[src/rtl/rxb_pkg.sv]
package rxb_pkg;

    localparam int DATA_W   = 8;
    localparam int STAT_W   = 8;

    // status byte bit positions (decoded by the host register interface)
    localparam int ST_BRK   = 7;
    localparam int ST_FRM   = 6;
    localparam int ST_PAR   = 5;
    localparam int ST_OVR   = 4;
    localparam int ST_TXE   = 3;
    localparam int ST_TXR   = 2;
    localparam int ST_FULL  = 1;
    localparam int ST_RDY   = 0;

    typedef struct packed {
        logic brk;
        logic frm;
        logic par;
    } rxb_flags_t;

    typedef struct packed {
        logic [DATA_W-1:0] data;
        rxb_flags_t        flags;
    } rxb_entry_t;

    typedef enum logic {
        IRQ_ON_READY = 1'b0,
        IRQ_ON_FULL  = 1'b1
    } rxb_irq_sel_t;

    function automatic rxb_flags_t flags_or(input rxb_flags_t a, input rxb_flags_t b);
        rxb_flags_t r;
        r.brk = a.brk | b.brk;
        r.frm = a.frm | b.frm;
        r.par = a.par | b.par;
        return r;
    endfunction

    function automatic logic [STAT_W-1:0] pack_status(
        input rxb_flags_t f,
        input logic       ovr,
        input logic       txe,
        input logic       txr,
        input logic       full,
        input logic       rdy
    );
        logic [STAT_W-1:0] s;
        s           = '0;
        s[ST_BRK]   = f.brk;
        s[ST_FRM]   = f.frm;
        s[ST_PAR]   = f.par;
        s[ST_OVR]   = ovr;
        s[ST_TXE]   = txe;
        s[ST_TXR]   = txr;
        s[ST_FULL]  = full;
        s[ST_RDY]   = rdy;
        return s;
    endfunction

endpackage

[src/rtl/rxb_fifo.sv]
module rxb_fifo
    import rxb_pkg::*;
#(
    parameter int DEPTH = 3
) (
    input  logic              clk,
    input  logic              rst,
    input  logic              flush,
    input  logic              push,
    input  rxb_entry_t        wr_entry,
    input  logic              pop,
    output rxb_entry_t        head,
    output logic [DATA_W-1:0] rd_data,
    output logic              not_empty,
    output logic              full,
    output logic              accepted,
    output logic              dropped
);

    localparam int PTR_W = (DEPTH > 1) ? $clog2(DEPTH) : 1;
    localparam int CNT_W = $clog2(DEPTH + 1);
    localparam logic [CNT_W-1:0] CNT_FULL = CNT_W'(DEPTH);
    localparam logic [PTR_W-1:0] PTR_LAST = PTR_W'(DEPTH - 1);

    rxb_entry_t        slot_view [DEPTH];
    logic [PTR_W-1:0]  rd_ptr;
    logic [PTR_W-1:0]  wr_ptr;
    logic [CNT_W-1:0]  count;
    logic              pop_ok;
    logic              push_ok;

    function automatic logic [PTR_W-1:0] ptr_next(input logic [PTR_W-1:0] p);
        return (p == PTR_LAST) ? '0 : p + 1'b1;
    endfunction

    assign pop_ok   = pop && !flush && (count != '0);
    assign push_ok  = push && !flush && ((count != CNT_FULL) || pop_ok);
    assign accepted = push_ok;
    assign dropped  = push && !flush && !push_ok;

    for (genvar i = 0; i < DEPTH; i++) begin : g_slot
        rxb_entry_t slot_q;
        always_ff @(posedge clk) begin
            if (push_ok && (wr_ptr == PTR_W'(i))) begin
                slot_q <= wr_entry;
            end
        end
        assign slot_view[i] = slot_q;
    end

    assign head      = slot_view[rd_ptr];
    assign not_empty = (count != '0);
    assign full      = (count == CNT_FULL);

    always_ff @(posedge clk) begin
        if (rst || flush) begin
            rd_ptr <= '0;
            wr_ptr <= '0;
            count  <= '0;
        end else begin
            if (pop_ok) begin
                rd_ptr <= ptr_next(rd_ptr);
            end
            if (push_ok) begin
                wr_ptr <= ptr_next(wr_ptr);
            end
            case ({push_ok, pop_ok})
                2'b10:   count <= count + 1'b1;
                2'b01:   count <= count - 1'b1;
                default: count <= count;
            endcase
        end
    end

    always_ff @(posedge clk) begin
        if (rst) begin
            rd_data <= '0;
        end else if (pop_ok) begin
            rd_data <= head.data;
        end
    end

endmodule

[src/rtl/rxb_errtrack.sv]
module rxb_errtrack
    import rxb_pkg::*;
(
    input  logic       clk,
    input  logic       rst,
    input  logic       flush,
    input  logic       clr,
    input  logic       accept,
    input  rxb_flags_t new_flags,
    input  logic       overflow,
    output rxb_flags_t acc_flags,
    output logic       ovr
);

    rxb_flags_t acc_q;
    rxb_flags_t base;
    rxb_flags_t incoming;
    logic       ovr_q;

    always_comb begin
        base     = clr    ? rxb_flags_t'('0) : acc_q;
        incoming = accept ? new_flags        : rxb_flags_t'('0);
    end

    always_ff @(posedge clk) begin
        if (rst || flush) begin
            acc_q <= '0;
            ovr_q <= 1'b0;
        end else begin
            acc_q <= flags_or(base, incoming);
            ovr_q <= (ovr_q && !clr) || overflow;
        end
    end

    assign acc_flags = acc_q;
    assign ovr       = ovr_q;

endmodule

[src/rtl/rxb_status.sv]
module rxb_status
    import rxb_pkg::*;
(
    input  logic              blk_mode,
    input  rxb_irq_sel_t      irq_sel,
    input  rxb_entry_t        head,
    input  logic              not_empty,
    input  logic              full,
    input  rxb_flags_t        acc_flags,
    input  logic              ovr,
    input  logic              tx_empty,
    input  logic              tx_ready,
    output logic [STAT_W-1:0] status,
    output logic              irq
);

    rxb_flags_t shown;

    always_comb begin
        if (blk_mode) begin
            shown = acc_flags;
        end else if (not_empty) begin
            shown = head.flags;
        end else begin
            shown = '0;
        end
        status = pack_status(shown, ovr, tx_empty, tx_ready, full, not_empty);
        irq    = (irq_sel == IRQ_ON_FULL) ? full : not_empty;
    end

endmodule

[src/rtl/rx_char_buffer.sv]
module rx_char_buffer
    import rxb_pkg::*;
#(
    parameter int DEPTH = 3
) (
    input  logic              clk,
    input  logic              rst,
    input  logic              rx_strobe,
    input  logic [DATA_W-1:0] rx_char,
    input  logic              rx_brk,
    input  logic              rx_frm,
    input  logic              rx_par,
    input  logic              tx_empty,
    input  logic              tx_ready,
    input  logic              blk_mode,
    input  logic              irq_on_full,
    input  logic              rd_strobe,
    input  logic              err_clr,
    input  logic              rx_flush,
    output logic [DATA_W-1:0] rd_data,
    output logic [STAT_W-1:0] status,
    output logic              rx_ready,
    output logic              rx_full,
    output logic              overrun,
    output logic              rx_irq
);

    rxb_entry_t in_entry;
    rxb_entry_t head;
    rxb_flags_t acc_flags;
    logic       not_empty;
    logic       full;
    logic       accepted;
    logic       dropped;
    logic       ovr;

    assign in_entry.data      = rx_char;
    assign in_entry.flags.brk = rx_brk;
    assign in_entry.flags.frm = rx_frm;
    assign in_entry.flags.par = rx_par;

    rxb_fifo #(.DEPTH(DEPTH)) u_fifo (
        .clk       (clk),
        .rst       (rst),
        .flush     (rx_flush),
        .push      (rx_strobe),
        .wr_entry  (in_entry),
        .pop       (rd_strobe),
        .head      (head),
        .rd_data   (rd_data),
        .not_empty (not_empty),
        .full      (full),
        .accepted  (accepted),
        .dropped   (dropped)
    );

    rxb_errtrack u_err (
        .clk       (clk),
        .rst       (rst),
        .flush     (rx_flush),
        .clr       (err_clr),
        .accept    (accepted),
        .new_flags (in_entry.flags),
        .overflow  (dropped),
        .acc_flags (acc_flags),
        .ovr       (ovr)
    );

    rxb_status u_stat (
        .blk_mode  (blk_mode),
        .irq_sel   (rxb_irq_sel_t'(irq_on_full)),
        .head      (head),
        .not_empty (not_empty),
        .full      (full),
        .acc_flags (acc_flags),
        .ovr       (ovr),
        .tx_empty  (tx_empty),
        .tx_ready  (tx_ready),
        .status    (status),
        .irq       (rx_irq)
    );

    assign rx_ready = not_empty;
    assign rx_full  = full;
    assign overrun  = ovr;

endmodule

[config.mk]
export PLATFORM = sky130hd
export DESIGN_NAME = rx_char_buffer
export DESIGN_NICKNAME = d
export VERILOG_FILES = /design/src/rtl/rxb_pkg.sv /design/src/rtl/rxb_fifo.sv /design/src/rtl/rxb_errtrack.sv /design/src/rtl/rxb_status.sv /design/src/rtl/rx_char_buffer.sv
export SDC_FILE = /design/constraint.sdc
export NUM_CORES = 1
export LEC_CHECK = 0
export ABC_CLOCK_PERIOD_IN_PS = 2900
export BUFFER_PORTS_ARGS = -buffer_cell sky130_fd_sc_hd__buf_4
export CAP_MARGIN = 20
export CORE_ASPECT_RATIO = 2
export CORE_MARGIN = 2
export CORE_UTILIZATION = 54
export DETAILED_ROUTE_END_ITERATION = 6
export GPL_TIMING_DRIVEN = 0
export HOLD_SLACK_MARGIN = 0.06
export MAX_ROUTING_LAYER = met4
export PLACE_DENSITY = 0.81
export SETUP_SLACK_MARGIN = 0.3
export SYNTH_ARGS = -nofsm -noshare
export SYNTH_HDL_FRONTEND = slang
export SYNTH_SLANG_ARGS = --single-unit
[constraint.sdc]
create_clock -name clk -period 2.9 [get_ports clk]
set_input_delay 0 -clock clk [delete_from_list [all_inputs] [get_ports clk]]
set_output_delay 0 -clock clk [all_outputs]
set_load 0.005 [all_outputs]
# Yosys cells after proc, flatten, opt, wreduce, memory -nomap -nowiden
# Index checks and enable logic that the tools add are counted.
[totals]
register_bits = 51
latchBits = 0
ramBits = 0
rom_bits = 0
input_bits = 21
out_inout_bits = 20
word_cells = 65
memories = 0
[op_classes]
addsub = 4
n_mul = 0
div = 0
magnitude_cmp = 1
n_eq_ne = 7
shift = 0
mux = 11
n_bitwise = 4
reduce_logical = 18
[op_table]
columns = ["op", "n"]
rows = [
  ["11-bit binary-select mux with 2-bit select", 1],
  ["11-bit two-way mux", 2],
  ["3-bit two-way mux", 4],
  ["1-bit logical AND", 9],
  ["2-bit equality test (second input constant)", 4],
  ["2-bit by 1-bit adder with 2-bit output (second input constant)", 3],
  ["2-bit by 1-bit equality test with 1-bit output (second input constant)", 2],
  ["2-bit two-way mux", 2],
  ["2-bit one-hot mux with 2 select lines", 1],
  ["2-bit nonzero test", 2],
  ["3-bit greater-or-equal comparator (second input constant)", 1],
  ["1-bit logical NOT", 3],
  ["1-bit logical OR", 3],
  ["2-bit NOT with 3-bit output", 1],
  ["1-bit OR", 3],
  ["2-bit logical NOT", 1],
  ["2-bit inequality test (second input constant)", 1],
  ["2-bit by 1-bit subtractor with 2-bit output (second input constant)", 1],
  ["1-bit two-way mux", 1],
]

# Depth between registers and ports, before layout
[logic_depth]
depth_word = 8
mapped_depth = 7

# Modules after synthesis
# Synthesis repeated with hierarchy kept, for this count alone.
[hier_totals]
hier_cells = 178
area_unflattened_um2 = 2167.1
[by_module_without_submodules]
columns = ["mod", "instances", "cells_per_inst", "area_each_um2"]
rows = [
  ["rxb_fifo", 1, 146, 1913.1],
  ["rxb_errtrack", 1, 17, 163.9],
  ["rxb_status", 1, 15, 90.1],
]

# Worst setup path before layout
# OpenSTA, ideal clock, no wires.
[synth_path]
path_type = "register to register"
start = "reg u_fifo.count[0]"
end = "reg u_fifo.g_slot[0].slot_q[0] in the netlist's numbering, enable pin"
arrival_ns = 1.819
path_slack_ns = 0.688
path_stages_with_launch = 5
synth_period_minus_slack_ns = 2.212
cell_sequence = "dfxtp_1 -> and3b_1 -> or3b_1 -> buf_6 -> nor3_1"
[synth_via]
elab_chain_cells = 5
[synth_lines]
columns = ["element", "line_no", "rtl"]
rows = [
  ["start: declaration", "rxb_fifo.sv:28", "logic [CNT_W-1:0] count;"],
  ["start signal: assignment", "rxb_fifo.sv:68", "2'b10: count <= count + 1'b1;"],
  ["start signal: assignment", "rxb_fifo.sv:69", "2'b01: count <= count - 1'b1;"],
  ["start signal: assignment", "rxb_fifo.sv:70", "default: count <= count;"],
  ["2-bit nonzero test", "rxb_fifo.sv:36", "assign pop_ok = pop && !flush && (count != '0);"],
  ["1-bit logical AND", "rxb_fifo.sv:36", ""],
  ["1-bit logical OR *", "rxb_fifo.sv:37", "assign push_ok = push && !flush && ((count != CNT_FULL) || pop_ok);"],
  ["1-bit logical AND *", "rxb_fifo.sv:37", ""],
  ["1-bit logical AND *", "rxb_fifo.sv:44", "if (push_ok && (wr_ptr == PTR_W'(i))) begin"],
  ["end signal: assignment", "rxb_fifo.sv:45", "slot_q <= wr_entry;"],
  ["end: declaration", "rxb_fifo.sv:42", "rxb_entry_t slot_q;"],
]
# Every way passes the cells marked *; elsewhere a longest branch is shown, timed or not.
# A chain may end at the register's enable or synchronous reset.

# Worst setup path after layout
[layout_path]
start = "reg u_fifo.count[0]"
end = "reg u_fifo.g_slot[1].slot_q[3] in the netlist's numbering, enable pin"
[layout_via]
elab_chain_cells = 5
[layout_lines]
columns = ["element", "line_no"]
rows = [
  ["2-bit nonzero test", "rxb_fifo.sv:36"],
  ["1-bit logical AND", "rxb_fifo.sv:36"],
  ["1-bit logical OR *", "rxb_fifo.sv:37"],
  ["1-bit logical AND *", "rxb_fifo.sv:37"],
  ["1-bit logical AND *", "rxb_fifo.sv:44"],
  ["end signal: assignment", "rxb_fifo.sv:45"],
  ["end: declaration", "rxb_fifo.sv:42"],
]
# Marks and branches as above.

==> results by group <==
Clock tree
  – Total CTS buffers: 5
  – Clock sink count: 51
  – Clock Pin Slew Worst Setup and Hold Paths: 80 ps
  – Post-CTS Setup Bufs: 0
  – TritonCTS clock tree: built
  – Deepest clock path buffer count: 2
  – Worst-Skew Late Latency: 290 ps
  – Root Buffer: clkbuf_8
  – H-tree levels: 2

Worst hold path
  – Hold EP: u_err.ovr
  – WHS Path Cells: 4
  – HP Start: rx_flush
  – Hold WC Path Type: input pin to flop

Setup path
  – Req. time, crit path: 2820 ps
  – CP delay by family, top: simple AND/OR/NAND/NOR gates
  – CP Capture Type: flop
  – Critical-path maximum fanout: 11
  – Crit. Startpoint: u_fifo.count[0]
  – WS Path Type: flop to flop
  – WP buf/inv: 1
  – Slowest stage delay, CP: 770 ps
  – R2R cell count: 4
  – Crit-path cells: and3b_1 -> or3b_1 -> buf_6 -> nor3b_2
  – Reg2reg end: u_fifo.g_slot[1].slot_q[3]
  – Critical R2R Launch: u_fifo.count[0]
  – Startpoint types: flop
  – Worst reg2reg setup slack: 640 ps
  – Worst EP arrival: 2180 ps
  – Critical path's slowest cell: nor3b_2

Synthesis
  – YS warnings: 0
  – Synthesized net count: 180
  – Post-Synthesis Cells: 158
  – Sequential share of the synthesized area: 64.6%
  – Post-synth ARST share: 0%
  – Post-synth top area share: 47.4%
  – Syn avg cell area: 13.2 sq um
  – Post-Syn Area: 0.00209 sq mm
  – Post-synth EDFFs: 33
  – Biggest area consumer among synthesized cells: edfxtp_1
  – Most used DFF post-synth: edfxtp_1
  – Top post-synthesis cells by area: edfxtp_1, dfxtp_1, mux2i_1
  – Synth cell types: 35
  – #FFs+latches synth: 51

Layout
  – Syn-to-layout area delta: 27.3%
  – Diode count: 0
  – Final #Nets: 238
  – Share of post-route cells with drive strength above 1: 26.7%
  – Final Non-Filler Cells: 268

Timing
  – Fin. Hold Viols: 0
  – Max Clk Rate: 443 MHz
  – Slew HR: 36.6%
  – RSZ-0062 raised after global routing: no
  – Final worst-path cycle share: 77.8%
  – Final critical-path required period: 2260 ps
  – Fin. max-slew vios: 0
  – Fin Clk Skew: 7.53 ps
  – Final setup violation count: 0
  – Final TNS setup: 0 ps
  – Slew @ Worst Pin: 948 ps

Floorplan
  – Core area: 0.00380 sq mm
  – Core Rows: 32
  – Initial Util: 55.0%
  – Die Area: 0.00442 sq mm
  – Chip height: 92.0 microns
  – Die width: 48 microns
  – I/O pin count: 41

Global routing
  – GRT Total Usage: 20.5%
  – Via count of the first global-routing pass: 1451
  – Total grt overflow: 0
  – Maximum number of pins on one net before global-route repair: 16
  – First-pass GRT wire length: 6120 microns
  – Initial antenna violation count: 0

Run status
  – Outcome: complete, no violations

Placed design
  – Placer congestion estimate: 0.738
  – IO Port Bufs: 37
  – Detailed Place HPWL: 2960 microns
  – Dpl cells: 246

Drt
  – Wire per inst: 14.8 microns
  – Drt first pass iters: 4
  – Via count: 1459
  – DR iter-0 viols: 23
  – Post-route DRC: 0
  – Drt total wl: 3960 microns
  – DRT antenna net count: 0
  – Via density: 5.44

Power and ir drop
  – Leakage power: 0.985 nW
  – Total power: 1.27 mW
  – Maximum VDD drop: 0.000486 V
  – Power per Cell Area: 478 mW/mm^2

Job
  – Max-cap violations: 0
==> cell type report <==
class / count / area [sq um]
sequential: 51 / 1350
fill: 281 / 1140
multi-input combinational: 90 / 637
timing repair buffer: 51 / 418
buffer: 13 / 92.6
clock buffer: 6 / 72.6
tap: 51 / 63.8
inverter: 4 / 15.0
clock inverter: 2 / 12.5
==> how the worst max path moves through the flow <==
stage | slack, ps | endpoint | cells past startpoint
after detailed placement | 600 | u_fifo.g_slot[1].slot_q[3] | 4
after global routing | 530 | u_fifo.g_slot[1].slot_q[10] | 4
after global placement | 160 | u_fifo.g_slot[0].slot_q[5] | 4
after floorplan | 690 | u_fifo.g_slot[0].slot_q[0] | 4
final | 640 | u_fifo.g_slot[1].slot_q[3] | 4
after CTS | 580 | u_fifo.g_slot[1].slot_q[3] | 4
==> where the power goes <==
part / total, mW / switching (mW) / internal (mW)
Clock: 0.379 / 0.210 / 0.169
Sequential: 0.792 / 0.00584 / 0.786
Combinational: 0.104 / 0.0471 / 0.0566
==> cell families after synthesis <==
kind of cell / Yosys count / synth area share (%)
buffers and inverters: 17 / 5.15
muxes: 13 / 6.22
AOI/OAI and AO/OA: 40 / 12.7
DFF: 51 / 64.6
xor gates and xnor gates: 2 / 0.838
and+or+nand+nor: 33 / 9.40
adders and majority gates: 2 / 1.08
==> stage by stage <==
| step | utilization, % | worst slack (ps) | hold slack, ps | cell area [sq um] |
|---|---|---|---|---|
| after global placement | 63.9 | 158 | 168 | 2430 |
| after global routing | 70.0 | 533 | 97.9 | 2660 |
| after detailed placement | 64.1 | 602 | 173 | 2440 |
| final | 70.0 | 643 | 65.2 | 2660 |
| after floorplan | - | 688 | 80.8 | 2090 |
| after CTS | 70.0 | 582 | 60.3 | 2660 |
==> repair_timing <==
action | in CTS | in global routing
gates resized for setup | 0 | 0
hold endpoints to repair | 45 | 0
hold buffers | 14 | 0
==> per-layer routing <==
metal	vias to the layer above	wire length (microns)	GRT usage (%)
li1	701	-	-
met4	0	103	10.4
met5	-	0	-
met3	10	157	5.12
met1	710	1370	19.8
met2	38	2330	34.7
==> synthesized netlist by cell type, types with 4 or more instances <==
master and number:
a21oi_1 11, o21ai_0 6, nand3b_1 4, edfxtp_1 33, mux2i_1 13, nor2_1 6
buf_4 5, nand2_1 5, a2bb2oi_1 8, nand3_1 4, dfxtp_1 18, a211oi_1 8
==> layout by cell type (no fill, tap or decap), types with 3 or more instances in the layout <==
cell type      instances
a211oi_1               8
a21oi_1               11
a22o_1                 3
a2bb2oi_1              8
buf_4                 42
buf_6                  3
clkbuf_1               3
clkbuf_8               5
dfxtp_1               18
dlygate4sd3_1         14
edfxtp_1              33
inv_1                  3
mux2i_1               13
nand2_1                5
nand3_1                4
nand3b_1               4
nor2_1                 6
nor2b_1                3
o21ai_0                6
o21ai_1                3
==> worst reg2reg max path, cell delays in order (launching register included) <==
cell and delay, ps:
dfxtp_1 380, and3b_1 210, or3b_1 360, buf_6 160, nor3b_2 770
==> flip-flops by register name, indices dropped and copies added (netlist names) <==
name	flops
u_fifo.count	2
u_err.ovr	1
u_fifo.rd_data	8
u_fifo.wr_ptr	2
u_err.acc_flags	3
u_fifo.rd_ptr	2
u_fifo.g_slot.slot_q	33
Power figures use the tool's default switching activity.
